[src/rtl/lcd_sync_pkg.sv]
package lcd_sync_pkg;
  localparam int CW = 11;

  typedef struct packed {
    logic [CW-1:0] act;
    logic [CW-1:0] fp;
    logic [CW-1:0] sw;
    logic [CW-1:0] bp;
  } axis_t;

  typedef struct packed {
    axis_t h;
    axis_t v;
  } prof_t;

  typedef enum logic [1:0] {FAM_SER, FAM_PAR, FAM_YUV, FAM_STRM} fam_e;

  localparam prof_t SER_DEF  = '{h: '{11'd320, 11'd359, 11'd1, 11'd241}, v: '{11'd240, 11'd4, 11'd1, 11'd17}};
  localparam prof_t PAR_DEF  = '{h: '{11'd320, 11'd38,  11'd1, 11'd50},  v: '{11'd240, 11'd4, 11'd1, 11'd17}};
  localparam prof_t YUV_DEF  = '{h: '{11'd640, 11'd252, 11'd1, 11'd28},  v: '{11'd320, 11'd4, 11'd1, 11'd18}};
  localparam prof_t STRM_DEF = '{h: '{11'd640, 11'd3,   11'd1, 11'd272}, v: '{11'd480, 11'd4, 11'd1, 11'd15}};

  function automatic logic code_ok(logic [3:0] c);
    return !(c == 4'd4 || c == 4'd9 || c >= 4'd12);
  endfunction

  function automatic fam_e code_fam(logic [3:0] c);
    case (c)
      4'd0, 4'd1, 4'd2, 4'd3: return FAM_SER;
      4'd5, 4'd6:             return FAM_PAR;
      4'd7, 4'd8:             return FAM_YUV;
      default:                return FAM_STRM;
    endcase
  endfunction
endpackage

[src/rtl/lcd_axis.sv]
module lcd_axis import lcd_sync_pkg::*; (
  input  logic          clk_i,
  input  logic          rst_ni,
  input  logic          clr_i,
  input  logic          step_i,
  input  axis_t         cfg_i,
  output logic [CW-1:0] cnt_o,
  output logic          last_o,
  output logic          act_o,
  output logic          sync_o
);
  localparam int XW = CW + 2;

  logic [CW-1:0] cnt_q;
  logic [XW-1:0] cnt_x, tot, sync_lo, sync_hi;

  assign cnt_x   = {2'b00, cnt_q};
  assign sync_lo = {2'b00, cfg_i.act} + {2'b00, cfg_i.fp};
  assign sync_hi = sync_lo + {2'b00, cfg_i.sw};
  assign tot     = sync_hi + {2'b00, cfg_i.bp};

  assign last_o = (cnt_x == tot - XW'(1));
  assign act_o  = (cnt_q < cfg_i.act);
  assign sync_o = (cnt_x >= sync_lo) && (cnt_x < sync_hi);
  assign cnt_o  = cnt_q;

  always_ff @(posedge clk_i or negedge rst_ni) begin
    if (!rst_ni)      cnt_q <= '0;
    else if (clr_i)   cnt_q <= '0;
    else if (step_i)  cnt_q <= last_o ? '0 : cnt_q + CW'(1);
  end


  cnt_in_range_chk: assert property (@(posedge clk_i) disable iff (!rst_ni)
    cnt_x < tot);
endmodule

[src/rtl/lcd_fmt_sel.sv]
module lcd_fmt_sel import lcd_sync_pkg::*; (
  input  logic       clk_i,
  input  logic       rst_ni,
  input  logic [3:0] code_i,
  input  logic       bound_i,
  output logic       ok_o,
  output logic       run_o,
  output fam_e       fam_o
);
  logic run_q;
  fam_e fam_q;

  assign ok_o  = code_ok(code_i);
  assign run_o = run_q;
  assign fam_o = fam_q;

  always_ff @(posedge clk_i or negedge rst_ni) begin
    if (!rst_ni) begin
      run_q <= 1'b0;
      fam_q <= FAM_SER;
    end else if (bound_i) begin
      run_q <= ok_o;
      if (ok_o) fam_q <= code_fam(code_i);
    end
  end
endmodule

[src/rtl/lcd_sig_out.sv]
module lcd_sig_out import lcd_sync_pkg::*; (
  input  logic          run_i,
  input  logic [1:0]    act_i,
  input  logic [1:0]    sync_i,
  input  logic [CW-1:0] h_cnt_i,
  input  logic [CW-1:0] v_cnt_i,
  input  logic [CW-1:0] h_act_i,
  input  logic [CW-1:0] v_act_i,
  input  logic [1:0]    dir_i,
  input  logic [2:0]    pol_i,
  input  logic [1:0]    mode_i,
  output logic          hsync_o,
  output logic          vsync_o,
  output logic          de_o,
  output logic [CW-1:0] x_o,
  output logic [CW-1:0] y_o
);
  logic sync_en, de_en, hs_on, vs_on, de_on;

  assign sync_en = (mode_i == 2'd0) || (mode_i == 2'd1);
  assign de_en   = (mode_i == 2'd1) || (mode_i == 2'd2);

  assign hs_on = run_i & sync_en & sync_i[0];
  assign vs_on = run_i & sync_en & sync_i[1];
  assign de_on = run_i & de_en & act_i[0] & act_i[1];

  assign hsync_o = pol_i[0] ? hs_on : ~hs_on;
  assign vsync_o = pol_i[1] ? vs_on : ~vs_on;
  assign de_o    = pol_i[2] ? de_on : ~de_on;

  assign x_o = (run_i && act_i[0]) ? (dir_i[0] ? h_cnt_i : h_act_i - h_cnt_i - CW'(1)) : '0;
  assign y_o = (run_i && act_i[1]) ? (dir_i[1] ? v_cnt_i : v_act_i - v_cnt_i - CW'(1)) : '0;
endmodule

[src/rtl/lcd_sync_gen.sv]
module lcd_sync_gen import lcd_sync_pkg::*; #(
  parameter prof_t PROF_SER  = SER_DEF,
  parameter prof_t PROF_PAR  = PAR_DEF,
  parameter prof_t PROF_YUV  = YUV_DEF,
  parameter prof_t PROF_STRM = STRM_DEF
) (
  input  logic          clk_i,
  input  logic          rst_ni,
  input  logic [3:0]    fmt_code_i,
  input  logic [1:0]    scan_dir_i,
  input  logic [2:0]    sync_pol_i,
  input  logic [1:0]    sync_mode_i,
  input  logic          line_inv_i,
  output logic          hsync_o,
  output logic          vsync_o,
  output logic          de_o,
  output logic          inv_o,
  output logic [CW-1:0] x_o,
  output logic [CW-1:0] y_o
);
  localparam int NAX = 2;
  localparam prof_t PROFS [4] = '{PROF_SER, PROF_PAR, PROF_YUV, PROF_STRM};

  logic          run_q, code_ok_w, frame_end, bound, inv_q;
  fam_e          fam_q;
  prof_t         cur;
  axis_t         ax_cfg  [NAX];
  logic [CW-1:0] ax_cnt  [NAX];
  logic [NAX-1:0] ax_step, ax_last, ax_act, ax_sync;

  lcd_fmt_sel u_fmt (
    .clk_i, .rst_ni, .code_i(fmt_code_i), .bound_i(bound),
    .ok_o(code_ok_w), .run_o(run_q), .fam_o(fam_q)
  );

  assign cur        = PROFS[fam_q];
  assign ax_cfg[0]  = cur.h;
  assign ax_cfg[1]  = cur.v;
  assign ax_step[0] = run_q;
  assign ax_step[1] = run_q & ax_last[0];
  assign frame_end  = run_q & ax_last[0] & ax_last[1];
  assign bound      = ~run_q | frame_end;

  for (genvar g = 0; g < NAX; g++) begin : g_axis
    lcd_axis u_axis (
      .clk_i, .rst_ni, .clr_i(bound), .step_i(ax_step[g]), .cfg_i(ax_cfg[g]),
      .cnt_o(ax_cnt[g]), .last_o(ax_last[g]), .act_o(ax_act[g]), .sync_o(ax_sync[g])
    );
  end

  always_ff @(posedge clk_i or negedge rst_ni) begin
    if (!rst_ni)                                                inv_q <= 1'b0;
    else if (bound && !code_ok_w)                               inv_q <= 1'b0;
    else if (run_q && ax_last[0] && (line_inv_i || ax_last[1])) inv_q <= ~inv_q;
  end
  assign inv_o = inv_q;

  lcd_sig_out u_out (
    .run_i(run_q), .act_i(ax_act), .sync_i(ax_sync),
    .h_cnt_i(ax_cnt[0]), .v_cnt_i(ax_cnt[1]),
    .h_act_i(cur.h.act), .v_act_i(cur.v.act),
    .dir_i(scan_dir_i), .pol_i(sync_pol_i), .mode_i(sync_mode_i),
    .hsync_o, .vsync_o, .de_o, .x_o, .y_o
  );


  fmt_hold_chk: assert property (@(posedge clk_i) disable iff (!rst_ni)
    !$stable(fam_q) |-> (ax_cnt[0] == '0 && ax_cnt[1] == '0));

  idle_quiet_chk: assert property (@(posedge clk_i) disable iff (!rst_ni)
    !run_q |-> (x_o == '0 && y_o == '0 && !inv_o && ax_cnt[0] == '0 && ax_cnt[1] == '0));

  inv_line_chk: assert property (@(posedge clk_i) disable iff (!rst_ni)
    !$stable(inv_o) |-> ax_cnt[0] == '0);

  inv_frame_chk: assert property (@(posedge clk_i) disable iff (!rst_ni)
    (!$stable(inv_o) && !$past(line_inv_i)) |-> ax_cnt[1] == '0);

  hs_de_excl_chk: assert property (@(posedge clk_i) disable iff (!rst_ni)
    (sync_mode_i == 2'd1 && hsync_o == sync_pol_i[0]) |-> de_o != sync_pol_i[2]);
endmodule

[config.mk]
export PLATFORM = sky130hd
export DESIGN_NAME = lcd_sync_gen
export DESIGN_NICKNAME = d
export VERILOG_FILES = /design/src/rtl/lcd_sync_pkg.sv /design/src/rtl/lcd_axis.sv /design/src/rtl/lcd_fmt_sel.sv /design/src/rtl/lcd_sig_out.sv /design/src/rtl/lcd_sync_gen.sv
export SDC_FILE = /design/constraint.sdc
export NUM_CORES = 1
export LEC_CHECK = 0
export ABC_AREA = 1
export CAP_MARGIN = 15
export CORE_UTILIZATION = 35
export CTS_CLUSTER_SIZE = 14
export DETAILED_ROUTE_END_ITERATION = 10
export PLACE_DENSITY = 0.63
export REMOVE_ABC_BUFFERS = 1
export SYNTH_ARGS = -nofsm -noshare
export SYNTH_HDL_FRONTEND = slang
export SYNTH_SLANG_ARGS = --single-unit
[constraint.sdc]
create_clock -name clk_i -period 7.9 [get_ports clk_i]
set_clock_uncertainty 0.1 [all_clocks]
set_input_delay 0.79 -clock clk_i [delete_from_list [all_inputs] [get_ports clk_i]]
set_output_delay 0.79 -clock clk_i [all_outputs]
set_load 0.005 [all_outputs]
==> results_dict.tcl <==
set metrics [dict create \
    status "finished clean" \
    via_per_inst 5.24 \
    drt-total-wl_mm 8.35 \
    synth_area_sq_um 3260 \
    ir_worst_vdd_v 0.0000400 \
    cts.sinks 26 \
    ys_seq_elements 26 \
    critical_path.max_fanout 17 \
    maxSlewViolCount 0 \
    timing.rr.start "u_fmt.fam_o[1]" \
    synth_edf_count 0 \
    drc 0 \
    antenna_found_initial 0 \
    worstPathArrival_ns 3.61 \
    ant_nets 0 \
    cp_slowest_cell "dfrtp_1" \
    synth_flop_cell "dfrtp_1" \
    drtIter0Drc 162 \
    num_io_pins 40 \
    power.share.clock_pct 30.2 \
    async_flop_share_pct 100 \
    regArea_sq_um 651 \
    cts_setup_buffers 0 \
    overflow 0 \
    hp-class "reg -> reg" \
    drive_above_1_share_pct 6.67 \
    rsz0062_at_grt "false" \
    first_pass_iters 6 \
    comb_power_share_pct 15.5 \
    synth_warnings 0 \
    period_minus_slack_ns 4.50 \
    syn_inst 464 \
    fill_cells 899 \
    syn_area_per_cell_sq_um 7.02 \
    stdcell_count 603 \
    grt_pass1_vias 3029 \
    coreArea_sq_um 8850 \
    cp-end-kind "output pin" \
    grt_max_degree 27 \
    reg2reg_depth 14 \
    initial_utilization_pct 36.8 \
    clock_path_buffers 2 \
    worst_pin_slew_ns 0.636 \
    path_buf_inv 2 \
    period_share_pct 57.0 \
    wl_per_cell_um 13.8 \
    grt_first_pass_wirelength_mm 14.1 \
    finalSetupTns_ns 0 \
    critical-path-max-stage-delay_ns 0.76 \
    cts-htree-levels 1 \
    power_uw 245 \
    cp_cell_sequence "ha_1 > inv_1 > ha_1 > nand2_1 > nor2_1 > nor2_1 > o21ai_1 > or2_1 > a221oi_1 > clkdlybuf4s50_1" \
    power.density_nw_per_um2 65.2 \
    fin_nets 562 \
    multi_input_area_sq_um 2290 \
    min_to "inv_o" \
    setup_viol 0 \
    rows 34 \
    vias 3157 \
    required_ns 7.01 \
    synthToLayoutAreaGrowth_pct 15.3 \
    switching_share_pct 22.8 \
    critPathLaunchType "flop" \
    seqPwrFrac_pct 54.3 \
    hold_viol 0 \
    grt_util_all_layers_pct 17.6 \
    clkTransAtPathRegs_ns 0.09 \
    p_sw_uw 56.0 \
    drv_cap 0 \
    place_congestion 0.853 \
    hold_buffers 0 \
    numCtsBuffers 3 \
    cts_tree "yes" \
    worst_r2r_endpoint "u_fmt.fam_o[1]" \
    dieArea_sq_um 9700 \
    rrSetupSlack_ns 4.64 \
    crit_family "adder cells" \
    die_h_um 98.5 \
    min_from "inv_o" \
    dpl.cell_count 600 \
    cts_resized 0 \
    n_antenna_cell 0 \
    root_buffer "clkbuf_8" \
    clk_latency_ns 0.27 \
    io_buffers 39 \
    total_leakage_power_nw 1.77 \
    p_int_uw 189 \
    ys_seq_area_share_pct 20.0 \
    hold_depth 2 \
    max_slew_margin_pct 57.6 \
    synth_cell_types 39 \
    die_width_um 98.5 \
    max_freq_mhz 222 \
    worst-setup-path-type "reg -> out" \
    dp_hpwl_mm 6.57 \
]
tightest hold or removal path: stages (launching register included):
cell	delay (ns)
dfrtp_1	0.38
a21oi_1	0.05
nor2_1	0.09
cells in the final DEF (no fill, tap or decap), types with 3 or more instances in the layout:
cell             count
nand2_1            103
inv_1               57
ha_1                49
nor2_1              47
clkdlybuf4s50_1     39
nand3_1             30
dfrtp_1             26
a21oi_1             24
o21ai_0             18
xor2_1              17
nand4_1             13
nor3_1               9
o22ai_2              7
a211oi_1             6
inv_2                5
nor4_1               5
nand2_2              4
xnor2_1              4
o21ai_1              3
nand3_2              3
nor3_2               3
clkbuf_8             3
power by group through the flow:
stage | Clock (mW) | Combinational [mW] | Sequential [mW]
5_1_grt | 0.0808 | 0.0426 | 0.133
2_1_floorplan | 0 | 0.0129 | 0.136
6_report | 0.0740 | 0.0381 | 0.133
4_1_cts | 0.0764 | 0.0387 | 0.133
3_5_place_dp | 0 | 0.0385 | 0.136
3_3_place_gp | 0 | 0.0381 | 0.136
how the worst max path moves through the flow:
stage	start	endpoint	slack, ns	cells past startpoint
after floorplan	u_fmt.fam_o[1]	y_o[7]	4.62	9
after global placement	u_fmt.fam_o[1]	y_o[7]	3.85	10
after detailed placement	u_fmt.fam_o[1]	y_o[7]	3.70	10
after CTS	u_fmt.fam_o[1]	y_o[7]	3.40	10
after global routing	u_fmt.fam_o[1]	hsync_o	3.15	12
final	u_fmt.fam_o[1]	y_o[7]	3.40	10
registers in the layout (all words and copies together), names as in the netlist:
| signal | cells |
|---|---|
| g_axis.u_axis.cnt_o | 22 |
| u_fmt.fam_o | 2 |
| inv_o | 1 |
| u_fmt.run_o | 1 |
layer usage:
metal / up-vias / part of all wire (%) / track usage [%]
li1: 1600 / - / -
met1: 1474 / 48 / 25.4
met2: 75 / 46 / 28.9
met3: 8 / 4.7 / 1.35
met4: 0 / 1.2 / 4.02
met5: - / 0 / 0
synth_stat cells (4+ instances only):
| master | number | area share [%] |
|---|---|---|
| o22ai_2 | 7 | 2.7 |
| nand2_2 | 4 | 0.77 |
| ha_1 | 49 | 19 |
| inv_1 | 57 | 6.6 |
| clkbuf_1 | 4 | 0.46 |
| nor3_1 | 9 | 1.4 |
| xor2_1 | 17 | 4.6 |
| inv_2 | 5 | 0.58 |
| nand2_1 | 103 | 12 |
| o21ai_0 | 18 | 2.8 |
| dfrtp_1 | 26 | 20 |
| a211oi_1 | 6 | 1.4 |
| nand4_1 | 13 | 2.5 |
| nor4_1 | 5 | 0.96 |
| nand3_1 | 30 | 4.6 |
| a21oi_1 | 24 | 3.7 |
| buf_2 | 6 | 0.92 |
| nor2_1 | 47 | 5.4 |
| xnor2_1 | 4 | 1.1 |
metrics by stage:
stage	area (sq um)	util [%]	hold slack, ns	setup slack [ns]
2_1_floorplan	3180	-	0.394	4.62
3_3_place_gp	3710	42.0	0.436	3.85
3_5_place_dp	3710	42.0	0.429	3.70
4_1_cts	3760	42.4	0.454	3.40
5_1_grt	3760	42.4	0.500	3.15
6_report	3760	42.4	0.449	3.40
final cells by class:
type / instances / area share [%]
flip-flops and latches: 26 / 17.3
well taps: 108 / 3.60
multi-input cells: 363 / 61.1
clock buffers: 3 / 1.10
inverters: 63 / 6.30
repair buffers: 40 / 10.6
cell families (layout without fill, tap and decap cells):
group                      Yosys count  in the layout  share of synthesized area [%]
DFF                                 26             26                           20.0
xor gates and xnor gates            21             21                           5.64
and+or+nand+nor                    226            226                           32.1
AOI/OAI and AO/OA                   65             65                           12.6
buffers and inverters               75            106                           9.60
adders and majority gates           51             51                           20.0
(Power assumes the default switching activity.)
